**src/rtl/baud_tick_pkg.sv**
```systemverilog
package baud_tick_pkg;

    typedef enum logic {
        PRE_X1 = 1'b0,
        PRE_X4 = 1'b1
    } prescale_e;

    // Left shift that applies the prescale to a divider (x1 or x4).
    function automatic int unsigned prescale_shift(prescale_e sel);
        return (sel == PRE_X4) ? 2 : 0;
    endfunction

endpackage

```
**src/rtl/baud_cfg_decode.sv**
```systemverilog
module baud_cfg_decode
    import baud_tick_pkg::*;
#(
    parameter int DIV_W = 16,
    parameter int CNT_W = DIV_W + 3,
    parameter int MIN_HALF = 24
) (
    input  logic [DIV_W-1:0] div,
    input  logic             pre4,
    input  logic             narrow,
    output logic [CNT_W-1:0] half_len,
    output logic [CNT_W-1:0] full_len,
    output logic             valid
);
    localparam logic [CNT_W-1:0] MIN_HALF_L = CNT_W'(MIN_HALF);

    logic [CNT_W-1:0] div_ext;
    logic             too_fast;

    always_comb begin
        div_ext  = CNT_W'(div);
        half_len = div_ext << prescale_shift(prescale_e'(pre4));
        full_len = half_len << 1;
        too_fast = narrow && (half_len < MIN_HALF_L);
        valid    = (div != '0) && !too_fast;
    end
endmodule

```
**src/rtl/baud_tick_detect.sv**
```systemverilog
module baud_tick_detect #(
    parameter int CNT_W = 19
) (
    input  logic             active,
    input  logic [CNT_W-1:0] cnt,
    input  logic [CNT_W-1:0] half_len,
    input  logic [CNT_W-1:0] full_len,
    output logic             half_hit,
    output logic             full_hit
);
    always_comb begin
        half_hit = active && (cnt == half_len - CNT_W'(1));
        full_hit = active && (cnt == full_len - CNT_W'(1));
    end
endmodule

```
**src/rtl/baud_tick_gen.sv**
```systemverilog
module baud_tick_gen #(
    parameter int SYS_CLK_HZ      = 24_000_000,
    parameter int NARROW_MAX_BAUD = 500_000,
    parameter int DIV_W           = 16
) (
    input  logic             clk,
    input  logic             rst_n,
    input  logic             en,
    input  logic [DIV_W-1:0] divider,
    input  logic             pre4_sel,
    input  logic             narrow_frame,
    output logic             bit_tick,
    output logic             half_tick,
    output logic             cfg_err
);
    localparam int CNT_W    = DIV_W + 3;
    localparam int MIN_HALF = SYS_CLK_HZ / (2 * NARROW_MAX_BAUD);

    typedef struct packed {
        logic             run;
        logic [CNT_W-1:0] cnt;
        logic [DIV_W-1:0] div;
        logic             pre4;
        logic             narrow;
    } state_t;

    state_t s_d, s_q;

    logic [CNT_W-1:0] half_len, full_len;
    logic             valid, half_hit, full_hit;

    baud_cfg_decode #(
        .DIV_W   (DIV_W),
        .CNT_W   (CNT_W),
        .MIN_HALF(MIN_HALF)
    ) u_decode (
        .div     (s_q.div),
        .pre4    (s_q.pre4),
        .narrow  (s_q.narrow),
        .half_len(half_len),
        .full_len(full_len),
        .valid   (valid)
    );

    baud_tick_detect #(
        .CNT_W(CNT_W)
    ) u_detect (
        .active  (s_q.run && valid),
        .cnt     (s_q.cnt),
        .half_len(half_len),
        .full_len(full_len),
        .half_hit(half_hit),
        .full_hit(full_hit)
    );

    always_comb begin
        s_d = s_q;
        if (!en) begin
            s_d.run    = 1'b0;
            s_d.cnt    = '0;
            s_d.div    = divider;
            s_d.pre4   = pre4_sel;
            s_d.narrow = narrow_frame;
        end else if (!s_q.run || !valid || full_hit) begin
            // Start, retry an invalid setting, or cross a bit boundary.
            s_d.run    = 1'b1;
            s_d.cnt    = '0;
            s_d.div    = divider;
            s_d.pre4   = pre4_sel;
            s_d.narrow = narrow_frame;
        end else begin
            s_d.cnt = s_q.cnt + CNT_W'(1);
        end
    end

    always_ff @(posedge clk or negedge rst_n) begin
        if (!rst_n) begin
            s_q <= '0;
        end else begin
            s_q <= s_d;
        end
    end

    assign bit_tick  = full_hit;
    assign half_tick = half_hit;
    assign cfg_err   = s_q.run && !valid;
endmodule

```
**config.mk**
```make
export PLATFORM = sky130hd
export DESIGN_NAME = baud_tick_gen
export DESIGN_NICKNAME = d
export VERILOG_FILES = /design/src/rtl/baud_tick_pkg.sv /design/src/rtl/baud_cfg_decode.sv /design/src/rtl/baud_tick_detect.sv /design/src/rtl/baud_tick_gen.sv
export SDC_FILE = /design/constraint.sdc
export NUM_CORES = 1
export LEC_CHECK = 0
export ABC_CLOCK_PERIOD_IN_PS = 4400
export BUFFER_PORTS_ARGS = -buffer_cell sky130_fd_sc_hd__buf_2
export CAP_MARGIN = 20
export CORE_MARGIN = 4
export CORE_UTILIZATION = 60
export CTS_BUF_LIST = sky130_fd_sc_hd__clkbuf_16
export CTS_CLUSTER_SIZE = 8
export DETAILED_ROUTE_END_ITERATION = 8
export PLACE_DENSITY = 0.88
export SLEW_MARGIN = 20
export SYNTH_ARGS = -nofsm -noshare
export SYNTH_HDL_FRONTEND = slang
export SYNTH_SLANG_ARGS = --single-unit
```
**constraint.sdc**
```tcl
create_clock -name clk -period 4.4 [get_ports clk]
set_clock_uncertainty 0.1 [all_clocks]
set_input_delay 0.44 -clock clk [delete_from_list [all_inputs] [get_ports clk]]
set_output_delay 0.44 -clock clk [all_outputs]
set_load 0.005 [all_outputs]
```
# Word-level counts from Yosys, hierarchy flattened
# Index checks and enable logic that the tools add are counted.
# Widths: inputs -> output; s select.
dict set report op_classes {
  shift 1
  eq_ne 3
  reduce_logical 12
  order_cmp 1
  addsub 3
  mux 5
}
# op count
set op_table {}
lappend op_table {{$eq 19x19->1} 2}
lappend op_table {{$mux 38} 1}
lappend op_table {{$sub 19x1->19 const B} 2}
lappend op_table {{$shl 16x32->19} 1}
lappend op_table {{$add 19x1->19 const B} 1}
lappend op_table {{$lt 19x5->1 const B} 1}
lappend op_table {{$mux 19} 1}
lappend op_table {{$mux 18} 1}
lappend op_table {{$reduce_bool 16->1} 1}
lappend op_table {{$logic_and 1x1->1} 6}
lappend op_table {{$logic_not 1->1} 3}
lappend op_table {{$logic_or 1x1->1} 2}
lappend op_table {{$mux 2} 1}
lappend op_table {{$ne 2x1->1 const B} 1}
lappend op_table {{$mux 1} 1}
dict set report word_totals {
  output_inout_bits 3
  register_bits 38
}

# Depth between registers and ports, before layout
# Gate-level depths: netlist of run 1.
dict set report depth {
  depth_word 11
  mapped_depth 17
  ltp_nobuf 11
}

# Cells and area by module
# From an unflattened synthesis of run 1, not the netlist that was laid out.
dict set report hier_totals {
  cells_unflattened 397
  area_unflattened_um2 3313.2
}
# mod area_per_inst_um2 seq_area_each_um2 cells_per_inst instances
set modules_own_cells {}
lappend modules_own_cells {baud_tick_gen 1634.1 950.9 174 1}
lappend modules_own_cells {baud_tick_detect 1243.7 0.0 171 1}
lappend modules_own_cells {baud_cfg_decode 435.4 0.0 52 1}

# Worst setup path before layout of run 1
# Ideal clock, no wire load.
dict set report synth_timing {
  path_type {register to output}
  start {reg s_q[1] (netlist name)}
  end {out half_tick}
  path_stages_with_launch 15
  path_buffers 4
  t_arrival_ns 3.203
  required_ns 3.860
  path_slack_ns 0.657
  path_cell_list {dfrtp_1 > buf_4 > buf_6 > buf_6 > and2b_1 > inv_1 > ha_1 > clkbuf_1 > nor3b_2 > o211ai_2 > or3_1 > xnor2_1 > or3b_2 > nor4_1 > and3_1}
}
dict set report synth_via {
  elab_chain_len 8
  word_cells_on_any_way 10
}
# item line
set synth_rtl {}
lappend synth_rtl {{start: declaration} baud_tick_gen.sv:27} ;# state_t s_d, s_q;
lappend synth_rtl {{start signal: assignment} baud_tick_gen.sv:78} ;# s_q <= '0;
lappend synth_rtl {{start signal: assignment} baud_tick_gen.sv:80} ;# s_q <= s_d;
lappend synth_rtl {{$mux 2 *} baud_tick_pkg.sv:10} ;# return (sel == PRE_X4) ? 2 : 0;
lappend synth_rtl {{$shl 16x32->19 *} baud_cfg_decode.sv:22} ;# half_len = div_ext << prescale_shift(prescale_e'(pre4));
lappend synth_rtl {{branches (longest 5 deep; another with $sub 19x1->19)} --}
lappend synth_rtl {{$logic_and 1x1->1 *} baud_tick_detect.sv:12} ;# half_hit = active && (cnt == half_len - CNT_W'(1));
lappend synth_rtl {{end: declaration} baud_tick_gen.sv:13} ;# output logic half_tick,
# Every way passes the cells marked *.

# Worst setup path after layout of run 1
# Ends and elaborated chain as after synthesis.

==> results of run 1 <==
==> stage by stage <==
stage | worst slack [ns] | utilization [%] | std cells
after global placement | 0.5530 | 62.92 | 457
after global routing | -0.04386 | 65.92 | 465
after CTS | 0.1146 | 65.40 | 465
after floorplan | 0.6571 | - | 389
after detailed placement | 0.4292 | 62.92 | 457
final | 0.2587 | 65.92 | 465
==> power by group through the flow <==
stage | sequential (mW) | combinational, mW | clock (mW)
after floorplan | 0.383 | 0.228 | 0
after global placement | 0.413 | 0.244 | 0
after detailed placement | 0.414 | 0.249 | 0
after CTS | 0.407 | 0.251 | 0.344
after global routing | 0.413 | 0.282 | 0.365
final | 0.410 | 0.258 | 0.340
==> routing by layer <==
| metal | track usage [%] | vias to the layer above | wire [um] |
|---|---|---|---|
| li1 | - | 1396 | - |
| met1 | 33.60 | 1359 | 3720 |
| met2 | 37.24 | 110 | 3847 |
| met3 | 5.232 | 26 | 551 |
| met4 | 9.064 | 0 | 244 |
| met5 | 0 | - | 0 |
==> worst register-to-register path, stage by stage (launching register included) <==
cell      delay (ns)
dfrtp_1         0.48
buf_4           0.40
nor3b_1         0.44
o21ai_2         0.18
o311ai_0        0.55
a21oi_1         0.19
nor4_1          0.41
nand4_2         0.20
nand2_4         0.41
mux2_2          0.41
==> cell type report <==
class / count / share of cell area [%]
Multi-Input combinational cell: 313 / 63.10
Tap cell: 72 / 2.467
Sequential cell: 38 / 26.07
Inverter: 8 / 0.8222
Clock inverter: 3 / 0.3426
Clock buffer: 5 / 3.426
Timing Repair Buffer: 26 / 3.768
==> cell families (layout without fill, tap and decap cells) <==
family,Yosys count,after routing
simple gates,152,152
compound gates,75,75
xor+xnor,56,56
flops,38,38
buf+inv,38,42
mux,28,28
fa+ha+maj,2,2
==> cells in the mapped netlist (all sizes together) (9+ instances only) <==
master / instances / area share (%)
xor2: 24 / 6.1
buf: 13 / 3.3
dfrtp: 38 / 28
nor2: 46 / 5.0
and3: 13 / 2.4
a21oi: 9 / 1.3
nand3: 10 / 1.5
nor3: 18 / 2.8
o211ai: 10 / 2.3
nand2: 19 / 2.3
xnor2: 31 / 7.9
o21ai: 16 / 2.4
clkbuf: 17 / 1.9
mux2: 20 / 7.6
==> worst max-delay path by stage <==
| stage | end | slack [ns] | cells past startpoint |
|---|---|---|---|
| 6_report | half_tick | 0.26 | 11 |
| 3_5_place_dp | bit_tick | 0.43 | 12 |
| 4_1_cts | bit_tick | 0.11 | 12 |
| 5_1_grt | bit_tick | -0.04 | 12 |
| 3_3_place_gp | bit_tick | 0.55 | 12 |
| 2_1_floorplan | half_tick | 0.66 | 14 |
==> timing repair <==
item                                   in CTS  in global routing
hold buffers                                0                  0
setup endpoints to repair                   0                  2
resized for setup                           0                  5
buffers inserted                            0                  0
endpoints found under the hold margin       0                  0
==> cell usage in the layout (no fill, tap or decap), types with 2 or more instances in the layout <==
master / instances
a211o_1: 2
a211oi_1: 5
a21boi_0: 4
a21o_1: 2
a21oi_1: 9
a31oi_1: 5
and2_1: 2
and3_1: 13
buf_2: 23
buf_4: 3
clkbuf_16: 5
dfrtp_1: 37
ha_1: 2
inv_1: 9
mux2_2: 9
mux2_4: 10
mux2i_1: 8
nand2_1: 18
nand2b_1: 4
nand3_1: 10
nand4b_1: 2
nor2_1: 46
nor2b_1: 4
nor3_1: 17
nor3b_1: 5
nor4_1: 4
nor4_2: 3
nor4b_2: 2
o2111ai_1: 2
o211a_1: 3
o211ai_1: 9
o21a_1: 2
o21ai_0: 15
o22ai_1: 2
o311ai_0: 2
or3_1: 7
or3b_2: 5
xnor2_1: 31
xor2_1: 24
==> results_dict.tcl, run 1 <==
set metrics [dict create \
    slowest_delay_ns 0.48 \
    dr.first_iter.drc_count 307 \
    fin_setup_tns_ns 0 \
    clkSinkCount 38 \
    total_power_mw 1.007 \
    grt_pass1_vias 2845 \
    cp_top_family "simple AND/OR/NAND/NOR gates" \
    comb_power_share_pct 25.6 \
    rrSetupSlack_ns 0.51 \
    path_cells "and2b_1 -> inv_1 -> ha_1 -> nor3b_4 -> o211ai_4 -> or3_1 -> xnor2_1 -> or3b_2 -> nor4_1 -> and3_1 -> buf_2" \
    critPathKind "reg2out" \
    synth_edf_count 0 \
    cpMaxStageDelayCell "dfrtp_1" \
    power_density_nw_per_um2 275.8 \
    async_reset_ff_share_pct 100.0 \
    finalCritPeriodShare_pct 94.12 \
    tightest_slew_ns 0.8527 \
    io_pins 24 \
    antenna_cells 0 \
    synth_area_um2 3436 \
    area_growth_syn_to_layout_pct 6.300 \
    antenna_found_initial 0 \
    ys.flop_type "dfrtp_1" \
    wl_per_cell_um 17.98 \
    setup_violations 0 \
    final-hold-violation-count 0 \
    maxSlewViolCount 0 \
    reg_top3 "s_q x38" \
    register_area_um2 952.2 \
    cp.arrival_ns 3.60 \
    grt_use_total_pct 24.31 \
    crit_start "s_q[1]$_DFFE_PN0P_" \
    place_area_um2 3486 \
    min_path_type "in2async" \
    synth_cells 389 \
    p_int_uw 689.2 \
    core-area_um2 5540 \
    clkPwrFrac_pct 33.8 \
    die_area_um2 7001 \
    dieWidth_um 83.67 \
    timing.rr.start "s_q[1]$_DFFE_PN0P_" \
    grt_pass1_wl_um 14010 \
    vias 2891 \
    end_kind "output pin" \
    ys_types 66 \
    cts_root_buffer "clkbuf_16" \
    fin_hold_ws_ns 0.1700 \
    synth_compound_area_share_pct 15.84 \
    insertion_delay_ns 0.28 \
    p_leak_nw 1.496 \
    die_h_um 83.67 \
    start_util_pct 62.01 \
    drc 0 \
    fin_nets 415 \
    regMostFlops "s_q" \
    synth-xor-area-share_pct 14.68 \
    max_slew_margin_pct 43.15 \
    largest_register_ffs 38 \
    path_max_fanout 8 \
    cts-buffers-inserted 5 \
    std_cell_rows 27 \
    synth-simple-area-share_pct 25.05 \
    path_clk_slew_ns 0.05 \
    dp_hpwl_um 6073 \
    cts_max_path_buffers 2 \
    yosysWarningCount 0 \
    sequentialPowerShare_pct 40.7 \
    fmax_ghz 0.2415 \
    cp.required_ns 3.86 \
    ys_seq_area_share_pct 27.68 \
    worstSetupStartpointType "flip-flop" \
    drv_cap 0 \
    synth_top_family_by_area "simple AND/OR/NAND/NOR gates" \
    syn_nets 412 \
    grt_max_degree 40 \
    synth-adder-area-share_pct 0.7283 \
    ir_drop_uv 201.1 \
    switching_share_pct 31.57 \
    ys_seq_elements 38 \
    drive_above_1_share_pct 19.34 \
    period_needed_ns 4.141 \
    dr.pass1.iters 4 \
    io_buffers 23 \
    final_area_um2 3652 \
    outcome "complete, no violations" \
    postSynthAreaPerCell_um2 8.832 \
    vias_per_cell 6.217 \
    muxShareOfSynthArea_pct 9.978 \
    fillCellCount 468 \
    cts_htree_levels 2 \
    r2r_cells 9 \
    p_sw_uw 317.9 \
    grt_overflow 0 \
    cts_tree "built" \
    wl_um 8362 \
    critPathBufInv 2 \
    multiInputGateArea_um2 2305 \
    drtAntennaViolNets 0 \
    place_congestion 0.9936 \
    r2r-end "s_q[6]$_DFFE_PN0P_" \
]
(Power assumes the default switching activity.)
==> run 2, diff against run 1 <==
--- a/config.mk
+++ b/config.mk
@@ -6,15 +6,14 @@
 export NUM_CORES = 1
 export LEC_CHECK = 0
 export ABC_CLOCK_PERIOD_IN_PS = 4400
-export BUFFER_PORTS_ARGS = -buffer_cell sky130_fd_sc_hd__buf_2
 export CAP_MARGIN = 20
 export CORE_MARGIN = 4
 export CORE_UTILIZATION = 60
 export CTS_BUF_LIST = sky130_fd_sc_hd__clkbuf_16
 export CTS_CLUSTER_SIZE = 8
 export DETAILED_ROUTE_END_ITERATION = 8
-export PLACE_DENSITY = 0.88
-export SLEW_MARGIN = 20
+export DONT_BUFFER_PORTS = 1
+export PLACE_DENSITY = 0.76
 export SYNTH_ARGS = -nofsm -noshare
 export SYNTH_HDL_FRONTEND = slang
 export SYNTH_SLANG_ARGS = --single-unit
==> results_dict.tcl, run 2 (synthesis results as in run 1) <==
set metrics [dict create \
    outcome "complete, no violations" \
    regMostFlops "s_q" \
    vias_per_cell 6.443 \
    std_cell_rows 27 \
    rsz0062_at_grt "false" \
    start_util_pct 62.01 \
    p_leak_nw 1.423 \
    fin_setup_tns_ns 0 \
    worstSetupStartpointType "flip-flop" \
    fin_nets 395 \
    path_cells "buf_6 -> or3b_2 -> a21boi_0 -> o21ai_0 -> a21boi_0 -> or3_1 -> nor4_1 -> nand4b_1 -> nor4b_2 -> buf_4" \
    largest_register_ffs 38 \
    grt_use_total_pct 24.16 \
    io_pins 24 \
    reg_top3 "s_q x38" \
    cpMostUsedCell "a21boi_0" \
    place_congestion 0.9477 \
    ir_drop_uv 177.5 \
    final_common_cell "nor2_1" \
    dieWidth_um 83.67 \
    slowest_delay_ns 0.49 \
    antenna_found_initial 0 \
    holdCritStartpoint "en" \
    path_max_fanout 50 \
    tightest_slew_ns 0.7558 \
    grt_max_degree 51 \
    end_kind "output pin" \
    cts_max_path_buffers 2 \
    cts_root_buffer "clkbuf_16" \
    drtAntennaViolNets 0 \
    die_h_um 83.67 \
    cts-buffers-inserted 5 \
    total_power_mw 1.014 \
    critPathKind "reg2out" \
    grt_pass1_wl_um 13920 \
    max_slew_margin_pct 49.16 \
    antenna_cells 0 \
    r2r_cells 9 \
    drive_above_1_share_pct 15.01 \
    path_clk_slew_ns 0.06 \
    power_density_nw_per_um2 283.4 \
    wl_per_cell_um 18.39 \
    r2r-end "s_q[6]$_DFFE_PN0P_" \
    die_area_um2 7001 \
    grt_overflow 0 \
    critPathBufInv 2 \
    insertion_delay_ns 0.28 \
    final-hold-violation-count 0 \
    cp.required_ns 3.86 \
    drv_cap 0 \
    maxSlewViolCount 0 \
    area_growth_syn_to_layout_pct 4.079 \
    final_core_utilization_pct 64.54 \
    drc 0 \
    cp.arrival_ns 3.52 \
    vias 2867 \
    min_path_cells 0 \
    cpMaxStageDelayCell "or3b_2" \
    cts_htree_levels 2 \
    period_needed_ns 4.061 \
    core-area_um2 5540 \
    cts_tree "built" \
    dr.first_iter.drc_count 309 \
    min_to "s_q[37]$_DFFE_PN0P_" \
    cp_top_family "simple AND/OR/NAND/NOR gates" \
    finalCritPeriodShare_pct 92.30 \
    io_buffers 0 \
    wl_um 8183 \
    dr.pass1.iters 5 \
    min_path_type "in2reg" \
    setup_violations 0 \
    grt_pass1_vias 2807 \
    layout_common_cells "nor2_1 (46), dfrtp_1 (37), xnor2_1 (31), xor2_1 (24), nand2_1 (18)" \
    dp_hpwl_um 5940 \
    fmax_ghz 0.2462 \
    rrSetupSlack_ns 0.61 \
    timing.rr.start "s_q[1]$_DFFE_PN0P_" \
    clkSinkCount 38 \
]
[run 2: metal layers]
layer  global-route usage, %  wire (um)  vias up
met3                   6.219        635       28
met1                   32.23       3478     1373
li1                        -          -     1347
met2                   38.11       3842      119
met4                   8.041        227        0
met5                       0          0        -
[run 2: cell type report]
class	count	area (um^2)
multi-input cells	313	2298
fillers	485	1964
flip-flops and latches	38	952.2
clock buffers	5	125.1
well taps	72	90.09
repair buffers	6	63.81
inverters	8	30.03
clock inverters	3	16.27
[run 2: per-stage QoR]
step / worst slack [ns] / area, um^2 / hold slack [ns] / std cells
finish: 0.3390 / 3576 / 0.08359 / 445
global route: 0.06763 / 3576 / 0.07480 / 445
CTS: 0.03883 / 3542 / 0.07835 / 444
detailed placement: 0.3439 / 3371 / 0.04559 / 434
global placement: 0.5219 / 3371 / 0.04535 / 434
floorplan: 0.6571 / 3436 / 0.04441 / 389
[run 2: power breakdown]
group,switching [mW],internal [mW]
clock network,0.145,0.207
registers,0.0456,0.364
logic,0.134,0.118
total,0.324,0.689
[run 2: worst max-delay path by stage]
stage,end,from,slack (ns),cells after the start
2_1_floorplan,half_tick,s_q[1]$_DFFE_PN0P_,0.66,14
5_1_grt,bit_tick,s_q[2]$_DFFE_PN0P_,0.07,12
6_report,bit_tick,s_q[1]$_DFFE_PN0P_,0.34,10
3_5_place_dp,bit_tick,s_q[2]$_DFFE_PN0P_,0.34,12
4_1_cts,bit_tick,s_q[2]$_DFFE_PN0P_,0.04,12
3_3_place_gp,bit_tick,s_q[2]$_DFFE_PN0P_,0.52,12
[run 2: repair_timing]
item	in CTS	in global routing
setup endpoints to repair	0	2
resized for setup	0	6
buffers inserted	0	1
hold buffers	2	0
hold endpoints to repair	38	0
==> run 3, diff against run 2 <==
--- a/config.mk
+++ b/config.mk
@@ -5,7 +5,7 @@
 export SDC_FILE = /design/constraint.sdc
 export NUM_CORES = 1
 export LEC_CHECK = 0
-export ABC_CLOCK_PERIOD_IN_PS = 4400
+export ABC_CLOCK_PERIOD_IN_PS = 5000
 export CAP_MARGIN = 20
 export CORE_MARGIN = 4
 export CORE_UTILIZATION = 60
@@ -13,7 +13,9 @@
 export CTS_CLUSTER_SIZE = 8
 export DETAILED_ROUTE_END_ITERATION = 8
 export DONT_BUFFER_PORTS = 1
+export GPL_ROUTABILITY_DRIVEN = 0
 export PLACE_DENSITY = 0.76
+export SKIP_CTS_REPAIR_TIMING = 1
 export SYNTH_ARGS = -nofsm -noshare
 export SYNTH_HDL_FRONTEND = slang
 export SYNTH_SLANG_ARGS = --single-unit
==> constraint.sdc (replaced) <==
create_clock -name clk -period 5 [get_ports clk]
set_clock_uncertainty 0.1 [all_clocks]
set_input_delay 0.5 -clock clk [delete_from_list [all_inputs] [get_ports clk]]
set_output_delay 0.5 -clock clk [all_outputs]
set_load 0.005 [all_outputs]
==> results_dict.tcl, run 3 (synthesis results as in run 1) <==
set metrics [dict create \
    outcome "complete, no violations" \
    path_cells "and2b_1 -> inv_1 -> ha_1 -> nor3b_2 -> o211ai_2 -> or3_1 -> xnor2_1 -> or3b_2 -> nor4_1 -> and3_1" \
    io_buffers 0 \
    grt_max_degree 54 \
    min_path_cells 0 \
    antenna_cells 0 \
    dieWidth_um 83.67 \
    grt_pass1_vias 2687 \
    core-area_um2 5540 \
    io_pins 24 \
    cts_htree_levels 2 \
    timing.rr.start "s_q[1]$_DFFE_PN0P_" \
    dr.first_iter.drc_count 304 \
    r2r-end "s_q[7]$_DFFE_PN0P_" \
    setup_violations 0 \
    register_area_um2 950.9 \
    end_kind "output pin" \
    slowest_delay_ns 0.50 \
    cts_tree "built" \
    cp.required_ns 4.40 \
    drc 0 \
    vias 2851 \
    power_density_nw_per_um2 247.0 \
    regMostFlops "s_q" \
    fillCellCount 495 \
    vias_per_cell 6.421 \
    path_max_fanout 12 \
    fin_setup_tns_ns 0 \
    final_common_cell "nor2_1" \
    dr.pass1.iters 5 \
    start_util_pct 62.01 \
    grt_use_total_pct 23.35 \
    grt_overflow 0 \
    period_needed_ns 4.409 \
    ir_drop_uv 154.8 \
    holdCritStartpoint "en" \
    drtAntennaViolNets 0 \
    critPathKind "reg2out" \
    clkSinkCount 38 \
    fin_nets 394 \
    rsz0062_at_grt "false" \
    multiInputGateArea_um2 2277 \
    r2r_cells 9 \
    setup_ws_ns 0.5911 \
    worstSetupStartpointType "flip-flop" \
    max_slew_margin_pct 58.04 \
    p_leak_nw 1.422 \
    insertion_delay_ns 0.28 \
    cts-buffers-inserted 5 \
    largest_register_ffs 38 \
    die_h_um 83.67 \
    cpMaxStageDelayCell "dfrtp_1" \
    drv_cap 0 \
    fmax_ghz 0.2268 \
    reg_top3 "s_q x38" \
    dp_hpwl_um 5879 \
    antenna_found_initial 0 \
    finalCritPeriodShare_pct 88.18 \
    rrSetupSlack_ns 1.06 \
    grt_pass1_wl_um 13460 \
    area_growth_syn_to_layout_pct 3.205 \
    wl_per_cell_um 18.36 \
    maxSlewViolCount 0 \
    cp.arrival_ns 3.81 \
    cts_root_buffer "clkbuf_16" \
    place_ws_ns 0.9748 \
    tightest_slew_ns 0.6243 \
    cts_max_path_buffers 2 \
    min_to "s_q[37]$_DFFE_PN0P_" \
    std_cell_rows 27 \
    layout_common_cells "nor2_1 (46), dfrtp_1 (38), xnor2_1 (31), xor2_1 (24), nand2_1 (18)" \
    final-hold-violation-count 0 \
    drive_above_1_share_pct 13.71 \
    min_path_type "in2reg" \
    die_area_um2 7001 \
    wl_um 8151 \
    path_clk_slew_ns 0.05 \
]
==> run 3: worst max path at each step <==
stage	cells past startpoint	slack, ns	start	endpoint
3_3_place_gp	10	1.05	s_q[2]$_DFFE_PN0P_	half_tick
2_1_floorplan	14	1.20	s_q[1]$_DFFE_PN0P_	half_tick
6_report	10	0.59	s_q[2]$_DFFE_PN0P_	half_tick
4_1_cts	12	0.65	s_q[2]$_DFFE_PN0P_	bit_tick
3_5_place_dp	12	0.97	s_q[2]$_DFFE_PN0P_	bit_tick
5_1_grt	12	0.30	s_q[2]$_DFFE_PN0P_	bit_tick
==> run 3: report_power, final <==
part	total, mW	switching (mW)	leakage (nW)	internal, mW
Sequential	0.360	0.0389	0.486	0.321
Clock	0.300	0.120	0.0724	0.180
Combinational	0.216	0.115	0.863	0.101
==> run 3: metal layers <==
layer	global-route usage (%)	wire (um)	vias up
met1	32.45	3685	1357
li1	-	-	1358
met3	4.344	616	23
met5	0	0	-
met4	7.456	183	0
met2	36.66	3666	113
==> run 3: stage by stage <==
stage | hold slack (ns) | utilization, % | cells | total power, mW | cell area [um^2]
after floorplan | 0.1044 | - | 389 | 0.5371 | 3436
after global placement | 0.1053 | 60.84 | 434 | 0.5624 | 3371
after detailed placement | 0.1055 | 60.84 | 434 | 0.5678 | 3371
after CTS | -0.1946 | 63.32 | 442 | 0.8681 | 3508
after global routing | 0.1398 | 64.00 | 444 | 0.9170 | 3546
final | 0.1436 | 64.00 | 444 | 0.8759 | 3546
==> run 3: worst max-delay path: cells and delay by family, from the launching register on <==
kind | cells | cell delay (ns)
AND/OR/NAND/NOR | 6 | 2.23
AO/OA/AOI/OAI | 1 | 0.25
buffers and inverters | 1 | 0.08
flip-flops | 1 | 0.50
XOR/XNOR | 1 | 0.15
adder cells (fa/ha/maj) | 1 | 0.30
==> run 3: final cells by class <==
cell class	count	share of cell area, %
clock inverters	3	0.3529
repair buffers	5	1.694
inverters	8	0.8469
clock buffers	5	3.529
multi-input cells	313	64.22
well taps	72	2.541
flip-flops and latches	38	26.82
